File: config.mk
export PLATFORM = sky130hd
export DESIGN_NAME = mbx_kcs_regs
export DESIGN_NICKNAME = d
export VERILOG_FILES = /design/src/rtl/mbx_pkg.sv /design/src/rtl/mbx_slot.sv /design/src/rtl/mbx_status.sv /design/src/rtl/mbx_kcs_regs.sv
export SDC_FILE = /design/constraint.sdc
export NUM_CORES = 1
export LEC_CHECK = 0
export ABC_CLOCK_PERIOD_IN_PS = 1200
export BUFFER_PORTS_ARGS = -buffer_cell sky130_fd_sc_hd__buf_2
export CAP_MARGIN = 20
export CORE_ASPECT_RATIO = 0.9
export CORE_MARGIN = 2
export CORE_UTILIZATION = 47
export DETAILED_ROUTE_END_ITERATION = 6
export PLACE_DENSITY_LB_ADDON = 0.12
export SYNTH_ARGS = -nofsm -noshare
export SYNTH_HDL_FRONTEND = slang
export SYNTH_SLANG_ARGS = --single-unit
export TNS_END_PERCENT = 10
File: constraint.sdc
create_clock -name clk -period 1.2 [get_ports clk]
set_clock_uncertainty 0.1 [all_clocks]
set_input_delay 0 -clock clk [delete_from_list [all_inputs] [get_ports clk]]
set_output_delay 0 -clock clk [all_outputs]
set_load 0.005 [all_outputs]
File: src/rtl/mbx_pkg.sv
package mbx_pkg;
    // register select codes shared by both ports
    localparam logic SEL_DATA = 1'b0;
    localparam logic SEL_STAT = 1'b1;
    // hardware flag positions inside the status byte
    localparam int unsigned OBF_POS = 0;
    localparam int unsigned IBF_POS = 1;
    localparam int unsigned SW_LSB  = 2;
endpackage

File: src/rtl/mbx_slot.sv
module mbx_slot #(
    parameter int unsigned W = 8
) (
    input  logic         clk,
    input  logic         rst_n,
    input  logic         load_i,
    input  logic [W-1:0] load_val_i,
    input  logic         take_i,
    output logic [W-1:0] val_o,
    output logic         full_o
);
    typedef struct packed {
        logic [W-1:0] val;
        logic         full;
    } slot_t;

    slot_t st_d, st_q;

    always_comb begin
        st_d = st_q;
        if (load_i) begin
            st_d.val  = load_val_i;
            st_d.full = 1'b1;
        end else if (take_i) begin
            st_d.full = 1'b0;
        end
    end

    always_ff @(posedge clk) begin
        if (!rst_n) st_q <= '0;
        else        st_q <= st_d;
    end

    assign val_o  = st_q.val;
    assign full_o = st_q.full;

    // a load stores the byte and marks the slot full
    assert_load_fills_R2: assert property (@(posedge clk) disable iff (!rst_n)
        load_i |=> (full_o && val_o == $past(load_val_i)));
    // a collecting read without a load empties the slot
    assert_take_clears_R3: assert property (@(posedge clk) disable iff (!rst_n)
        (take_i && !load_i) |=> !full_o);
    // load wins over a same-cycle collect
    assert_load_wins_R10: assert property (@(posedge clk) disable iff (!rst_n)
        (load_i && take_i) |=> full_o);
    // no strobe, no change
    assert_idle_hold_R3: assert property (@(posedge clk) disable iff (!rst_n)
        (!load_i && !take_i) |=> ($stable(full_o) && $stable(val_o)));
endmodule

File: src/rtl/mbx_status.sv
module mbx_status #(
    parameter int unsigned SW_W = 6
) (
    input  logic            clk,
    input  logic            rst_n,
    input  logic            wr_i,
    input  logic            notify_i,
    input  logic [SW_W-1:0] bits_i,
    output logic [SW_W-1:0] sw_o
);
    typedef struct packed {
        logic [SW_W-1:0] sw;
    } stat_t;

    stat_t st_d, st_q;

    always_comb begin
        st_d = st_q;
        if (notify_i || wr_i) st_d.sw = bits_i;
    end

    always_ff @(posedge clk) begin
        if (!rst_n) st_q <= '0;
        else        st_q <= st_d;
    end

    assign sw_o = st_q.sw;

    // software bits move only on a BMC status write or notify
    assert_sw_hold_R6: assert property (@(posedge clk) disable iff (!rst_n)
        (!wr_i && !notify_i) |=> $stable(sw_o));
    // notify carries the new status bits
    assert_notify_bits_R8: assert property (@(posedge clk) disable iff (!rst_n)
        notify_i |=> (sw_o == $past(bits_i)));
endmodule

File: src/rtl/mbx_kcs_regs.sv
module mbx_kcs_regs #(
    parameter int unsigned DW          = 8,
    parameter logic [7:0]  NOTIFY_CODE = 8'hFF
) (
    input  logic          clk,
    input  logic          rst_n,
    input  logic          h_wr,
    input  logic          h_rd,
    input  logic          h_sel,
    input  logic [DW-1:0] h_wdata,
    output logic [DW-1:0] h_rdata,
    output logic          h_irq,
    output logic          h_notify,
    input  logic          b_wr,
    input  logic          b_rd,
    input  logic          b_sel,
    input  logic          b_notify,
    input  logic [DW-1:0] b_wdata,
    output logic [DW-1:0] b_rdata,
    output logic          b_irq,
    output logic          ob_overrun
);
    import mbx_pkg::*;

    localparam int unsigned SW_W = DW - SW_LSB;
    localparam logic [DW-1:0] NOTE = DW'(NOTIFY_CODE);

    typedef struct packed {
        logic overrun;
    } top_t;

    top_t st_d, st_q;

    logic          ib_load, ib_take, ib_full;
    logic [DW-1:0] ib_val;
    logic          ob_load, ob_take, ob_full;
    logic [DW-1:0] ob_val, ob_load_val;
    logic          st_wr;
    logic [SW_W-1:0] sw_bits;
    logic [DW-1:0] stat_byte;

    // strobe decode
    always_comb begin
        ib_load     = h_wr && (h_sel == SEL_DATA);
        ib_take     = b_rd && (b_sel == SEL_DATA);
        ob_load     = b_notify || (b_wr && (b_sel == SEL_DATA));
        ob_load_val = b_notify ? NOTE : b_wdata;
        ob_take     = h_rd && (h_sel == SEL_DATA);
        st_wr       = b_wr && (b_sel == SEL_STAT) && !b_notify;
    end

    mbx_slot #(.W(DW)) u_inbound (
        .clk        (clk),
        .rst_n      (rst_n),
        .load_i     (ib_load),
        .load_val_i (h_wdata),
        .take_i     (ib_take),
        .val_o      (ib_val),
        .full_o     (ib_full)
    );

    mbx_slot #(.W(DW)) u_outbound (
        .clk        (clk),
        .rst_n      (rst_n),
        .load_i     (ob_load),
        .load_val_i (ob_load_val),
        .take_i     (ob_take),
        .val_o      (ob_val),
        .full_o     (ob_full)
    );

    mbx_status #(.SW_W(SW_W)) u_status (
        .clk      (clk),
        .rst_n    (rst_n),
        .wr_i     (st_wr),
        .notify_i (b_notify),
        .bits_i   (b_wdata[DW-1:SW_LSB]),
        .sw_o     (sw_bits)
    );

    // status byte assembly and overrun next state
    always_comb begin
        stat_byte               = '0;
        stat_byte[DW-1:SW_LSB]  = sw_bits;
        stat_byte[IBF_POS]      = ib_full;
        stat_byte[OBF_POS]      = ob_full;
        st_d.overrun            = ob_load && ob_full && !ob_take;
    end

    always_ff @(posedge clk) begin
        if (!rst_n) st_q <= '0;
        else        st_q <= st_d;
    end

    assign h_rdata    = (h_sel == SEL_STAT) ? stat_byte : ob_val;
    assign b_rdata    = (b_sel == SEL_STAT) ? stat_byte : ib_val;
    assign h_irq      = ob_full;
    assign b_irq      = ib_full;
    assign h_notify   = ob_full && (ob_val == NOTE);
    assign ob_overrun = st_q.overrun;

    // host status writes leave the software bits alone
    assert_host_stat_ignored_R7: assert property (@(posedge clk) disable iff (!rst_n)
        (h_wr && h_sel && !b_notify && !(b_wr && b_sel)) |=> $stable(b_rdata[DW-1:SW_LSB] & {SW_W{b_sel}}) || !b_sel);
    // uncollected outbound byte overwritten -> overrun pulse
    assert_overrun_R9: assert property (@(posedge clk) disable iff (!rst_n)
        ((b_notify || (b_wr && !b_sel)) && h_irq && !(h_rd && !h_sel)) |=> ob_overrun);
    // same-cycle host collect suppresses overrun
    assert_no_overrun_on_take_R10: assert property (@(posedge clk) disable iff (!rst_n)
        (h_rd && !h_sel) |=> !ob_overrun);
    // notify always yields the host notify indication
    assert_notify_seen_R8: assert property (@(posedge clk) disable iff (!rst_n)
        b_notify |=> (h_notify && h_irq));
    // interrupts rise only after a load on the opposite port
    assert_birq_cause_R11: assert property (@(posedge clk) disable iff (!rst_n)
        $rose(b_irq) |-> $past(h_wr && !h_sel));
    assert_hirq_cause_R11: assert property (@(posedge clk) disable iff (!rst_n)
        $rose(h_irq) |-> $past(b_notify || (b_wr && !b_sel)));
endmodule

=== Yosys cells after proc, flatten, opt, wreduce, memory -nomap -nowiden ===
Cells that the tools add are included.

* Equal/unequal tests: 1
* $mul: 0
* Reduce and logical (&&, ||, !) cells: 15
* Add/subtract/negate cells: 0
* Bitwise operators: 2
* Shift-type cells: 0
* Magnitude comparators: 0
* Muxes and demuxes: 7
* Div/mod/pow operators: 0

{| class="wikitable"
|+ Operators by type and width
! kind !! number
|-
| $mux 8 || 3
|-
| $logic_and 1x1->1 || 9
|-
| $eq 8x8->1 const B || 1
|-
| $mux 1 || 4
|-
| $reduce_bool 2->1 || 2
|-
| $logic_not 1->1 || 2
|-
| $logic_or 1x1->1 || 2
|-
| $not 1->1 || 2
|}

* Logic and storage cells: 31
* Output and inout port bits: 20
* Bits in writable memories: 0
* Memories kept: 0
* Latch bits: 0
* Flip-flop bits (word level): 25
* Bits in read-only memories: 0

=== Logic depth before layout (Yosys ltp) ===
* Depth in word-level cells: 5
* Gate-level depth with buffers: 5

=== Modules after synthesis ===
Synthesis repeated with hierarchy kept, for this count alone.

* Cell total of the unflattened synthesis: 122
* Area, all modules: 1338.8 µm²

{| class="wikitable"
|+ Modules (own cells, without submodules)
! module !! instances !! cells each !! area each (µm²)
|-
| mbx_slot || 2 || 28 || 335.3
|-
| mbx_kcs_regs || 1 || 40 || 414.1
|-
| mbx_status || 1 || 26 || 254.0
|}

=== Worst setup path after synthesis ===
OpenSTA, ideal clock, no wires.

* Kind: flip-flop to flip-flop
* Start point: register, netlist name u_outbound.val_o[1]
* End point: register u_outbound.st_q (netlist bit u_outbound.val_o[1])
* Library setup time: 0.122 ns
* Arrival: 0.759 ns
* Clock period less this slack: 0.981 ns
* Path slack: 0.219 ns
* Stages on the path, launching flop included: 3
* Buffers on the path: 0
* Cell sequence: dfxtp_1 > or3_1 > o311a_1

{| class="wikitable"
|+ RTL lines
! item !! line !! text
|-
| end signal, assigned || mbx_slot.sv:31 || <nowiki>else st_q <= st_d;</nowiki>
|-
| end, declared || mbx_slot.sv:17 || <nowiki>slot_t st_d, st_q;</nowiki>
|}

=== Final worst setup path ===
* Start point: register u_outbound.st_q (netlist bit u_outbound.full_o)
* End point: output h_rdata[0]

* Cells in the longest elaborated chain, start to end: 1

{| class="wikitable"
|+ RTL lines
! item !! line !! text
|-
| $mux 8 || mbx_kcs_regs.sv:95 || <nowiki>assign h_rdata = (h_sel == SEL_STAT) ? stat_byte : ob_val;</nowiki>
|-
| end, declared || mbx_kcs_regs.sv:11 || <nowiki>output logic [DW-1:0] h_rdata,</nowiki>
|}

Every way passes these cells.

==> flow_summary.yaml <==
timing:
  finalMaxSlewViolations: 0
  whs_ns: -0.01114
  max_freq_mhz: 855.3
  finalSetupViolCount: 0
  setup_tns_ns: 0
  setup_slack_ns: 0.03087
  grt_setup_unrepaired: "yes"
  worst_pin_slew_ns: 0.5052
  hold_viol: 1
  period_needed_ns: 1.169
  slew_headroom_pct: 66.32
  fin_crit_sh_pct: 97.43
synth:
  synth.avg_cell_area_um2: 9.320
  netlist_area_mm2: 0.001184
  ys_types: 22
  ys_warn_count: 0
  synth_area_leaders: "dfxtp_1 42%, mux2_2 15%, nand2_1 7.3%"
  synth_top_cell_area_share_pct: 42.28
  yosysSeqAreaShare_pct: 42.28
  ys_ff_latch: 25
  synthCells: 127
  yosysTopAreaCell: "dfxtp_1"
  syn-num-nets: 152
run:
  maxCapViolations: 0
critical_path:
  crit_type: "register to output pin"
  cp.depth: 2
  start_kind: "register"
  path_buf_inv: 1
  end_kind: "output pin"
  r2r_cells: 2
  worstPathArrival_ns: 1.07
  crit_required_ns: 1.10
  critPathTopFamily: "flip-flops"
  slowest_stage: "dfxtp_4"
  crit_chain: "mux2_4 > buf_6"
  critPathMaxStageDelay_ns: 0.38
  cp_max_fo: 4
drt:
  viasPerCell: 5.318
  drt-total-wl_mm: 2.884
  wl_per_cell_um: 13.29
  drt_iter0_markers: 21
  num_vias: 1154
  drtAntennaViolNets: 0
  first_pass_iters: 4
  route.detailed.drc: 0
cells_and_area:
  drive_gt1_share_pct: 42.33
  syn_to_final_growth_pct: 43.34
  seq_area_um2: 515.5
  nFillCells: 210
  fin_nets: 215
  multi_input_area_um2: 630.6
  final_util_pct: 69.97
  fin_cells: 217
  diodes: 0
status:
  violations: "negative hold slack"
  outcome: "finished, violations left"
global_route:
  grt_pass1_vias: 1155
  globalRouteMet1Util_pct: 22.79
  grt_busiest_layer: "met2"
  grt_max_degree: 32
  grt_antenna_before_repair: 0
  use_met3_pct: 5.224
  met2_usage_pct: 38.89
  grt-ovfl-total: 0
  track_usage_pct: 21.00
  grt_pass1_wl_mm: 4.788
power_and_ir_drop:
  p_leak_nw: 0.7634
  vdd.ir_drop.worst_mv: 0.6313
  powerDensity_mw_per_mm2: 980.1
cts:
  path_clk_slew_ns: 0.13
  cts_tree: "yes"
  clock_sinks: 25
  h-tree-depth: 1
  cts_made_buffers: 3
  cts_buffer_depth: 2
  clk_root_buffer_cell: "clkbuf_4"
  clkLatencyLatePin_ns: 0.31
floorplanning:
  initial_core_util_pct: 48.81
  die_y_um: 51.61
  dieWidth_um: 56.90
  rows: 17
  die_area_mm2: 0.002936
  core_area_mm2: 0.002425
  io_pins: 45
place:
  preCtsSetupSlack_ns: 0.1636
  dp_cells: 191
  hpwl_mm: 1.939
  port_buffers: 44
  place_congestion: 0.7194
hold_path:
  min_path_cells: 4
  hold_class: "input pin to register"
## where the power goes
group	leakage (nW)	switching [mW]	internal, mW
Clock	0.0150	0.237	0.130
Sequential	0.210	0.0369	0.889
Combinational	0.539	0.150	0.220
## final timing paths
check | slack, ns | to | startpoint
worst max-delay path | 0.03 | h_rdata[0] | u_outbound.full_o
worst max register to register | 0.16 | u_outbound.val_o[1] | u_outbound.val_o[1]
worst min-delay path | -0.01 | u_inbound.val_o[6] | h_wr
worst min register to register | 0.36 | u_inbound.val_o[6] | u_inbound.val_o[6]
## registers in the layout, indices dropped and copies added (netlist names)
signal,cells
ob_overrun,1
u_inbound.full_o,1
u_inbound.val_o,8
u_outbound.full_o,1
u_outbound.val_o,8
u_status.sw_o,6
## worst reg2reg max path, cell delays in order, from the launching register on
cell and delay [ns]:
dfxtp_2 0.36, or3_1 0.36, o311a_1 0.12
## cell families (layout without fill, tap and decap cells)
family	Yosys count	count (layout)	share of synthesized area, %
flops	25	25	42.28
simple gates	46	46	18.71
compound gates	27	27	17.23
mux	16	16	15.22
buf+inv	13	75	6.554
## stage by stage
step	hold WS (ns)	instance area (um2)	power (mW)
3_5_place_dp	0.1620	1391	1.230
5_1_grt	0.02365	1697	1.754
6_report	-0.01114	1697	1.663
2_1_floorplan	0.03993	1184	1.111
3_3_place_gp	0.1484	1391	1.222
4_1_cts	0.005937	1652	1.659
## what timing repair did
| item | CTS | global route |
|---|---|---|
| buffers inserted | 1 | 0 |
| hold buffers | 22 | 0 |
| setup endpoints to repair | 3 | 18 |
| gates resized for setup | 4 | 19 |
| endpoints found under the hold margin | 25 | 0 |
| pin swaps | 1 | 1 |
## layout by cell type (no fill, tap or decap)
cell,netlist,layout
clkbuf_4,0,3
nand2b_1,2,2
dfxtp_4,0,1
nor3b_1,1,1
or3_1,8,8
buf_4,3,4
nor2_1,1,1
buf_6,2,3
buf_2,2,41
dfxtp_2,0,9
a21boi_1,0,2
nor2b_1,1,1
mux2_2,16,12
nand4_1,1,1
nor3_2,0,1
o311a_1,8,8
nor2b_4,0,1
o21ai_0,8,8
inv_1,2,2
mux2_4,0,4
dlygate4sd3_1,0,20
nand3_1,7,7
clkbuf_1,2,1
dfxtp_1,25,15
dlymetal6s4s_1,0,1
a21oi_2,1,1
nand2_1,23,23
a21boi_0,10,8
## final cells by class
type | count | share of cell area [%]
clock buffers | 4 | 1.549
inverters | 2 | 0.4425
multi-input cells | 89 | 37.17
flip-flops and latches | 25 | 30.38
well taps | 28 | 2.065
repair buffers | 69 | 28.39
## synth_stat cells
library cell and instances:
o311a_1 8, a21oi_2 1, nor2_1 1, nor3_1 1
nor2b_2 1, nand4_1 1, nor2b_1 1, dfxtp_1 25
a21boi_0 10, clkbuf_1 2, buf_2 2, buf_4 3
nor3b_1 1, buf_6 2, nand2_1 23, inv_1 2
o21ai_0 8, nand3_1 7, or3_1 8, nand2b_1 2
buf_1 2, mux2_2 16
## layer usage
| metal | vias up | share of wire (%) |
|---|---|---|
| li1 | 575 | - |
| met1 | 538 | 41 |
| met2 | 35 | 51 |
| met3 | 6 | 5.7 |
| met4 | 0 | 1.8 |
| met5 | - | 0 |
No activity file was read; power rests on OpenSTA's default activity.
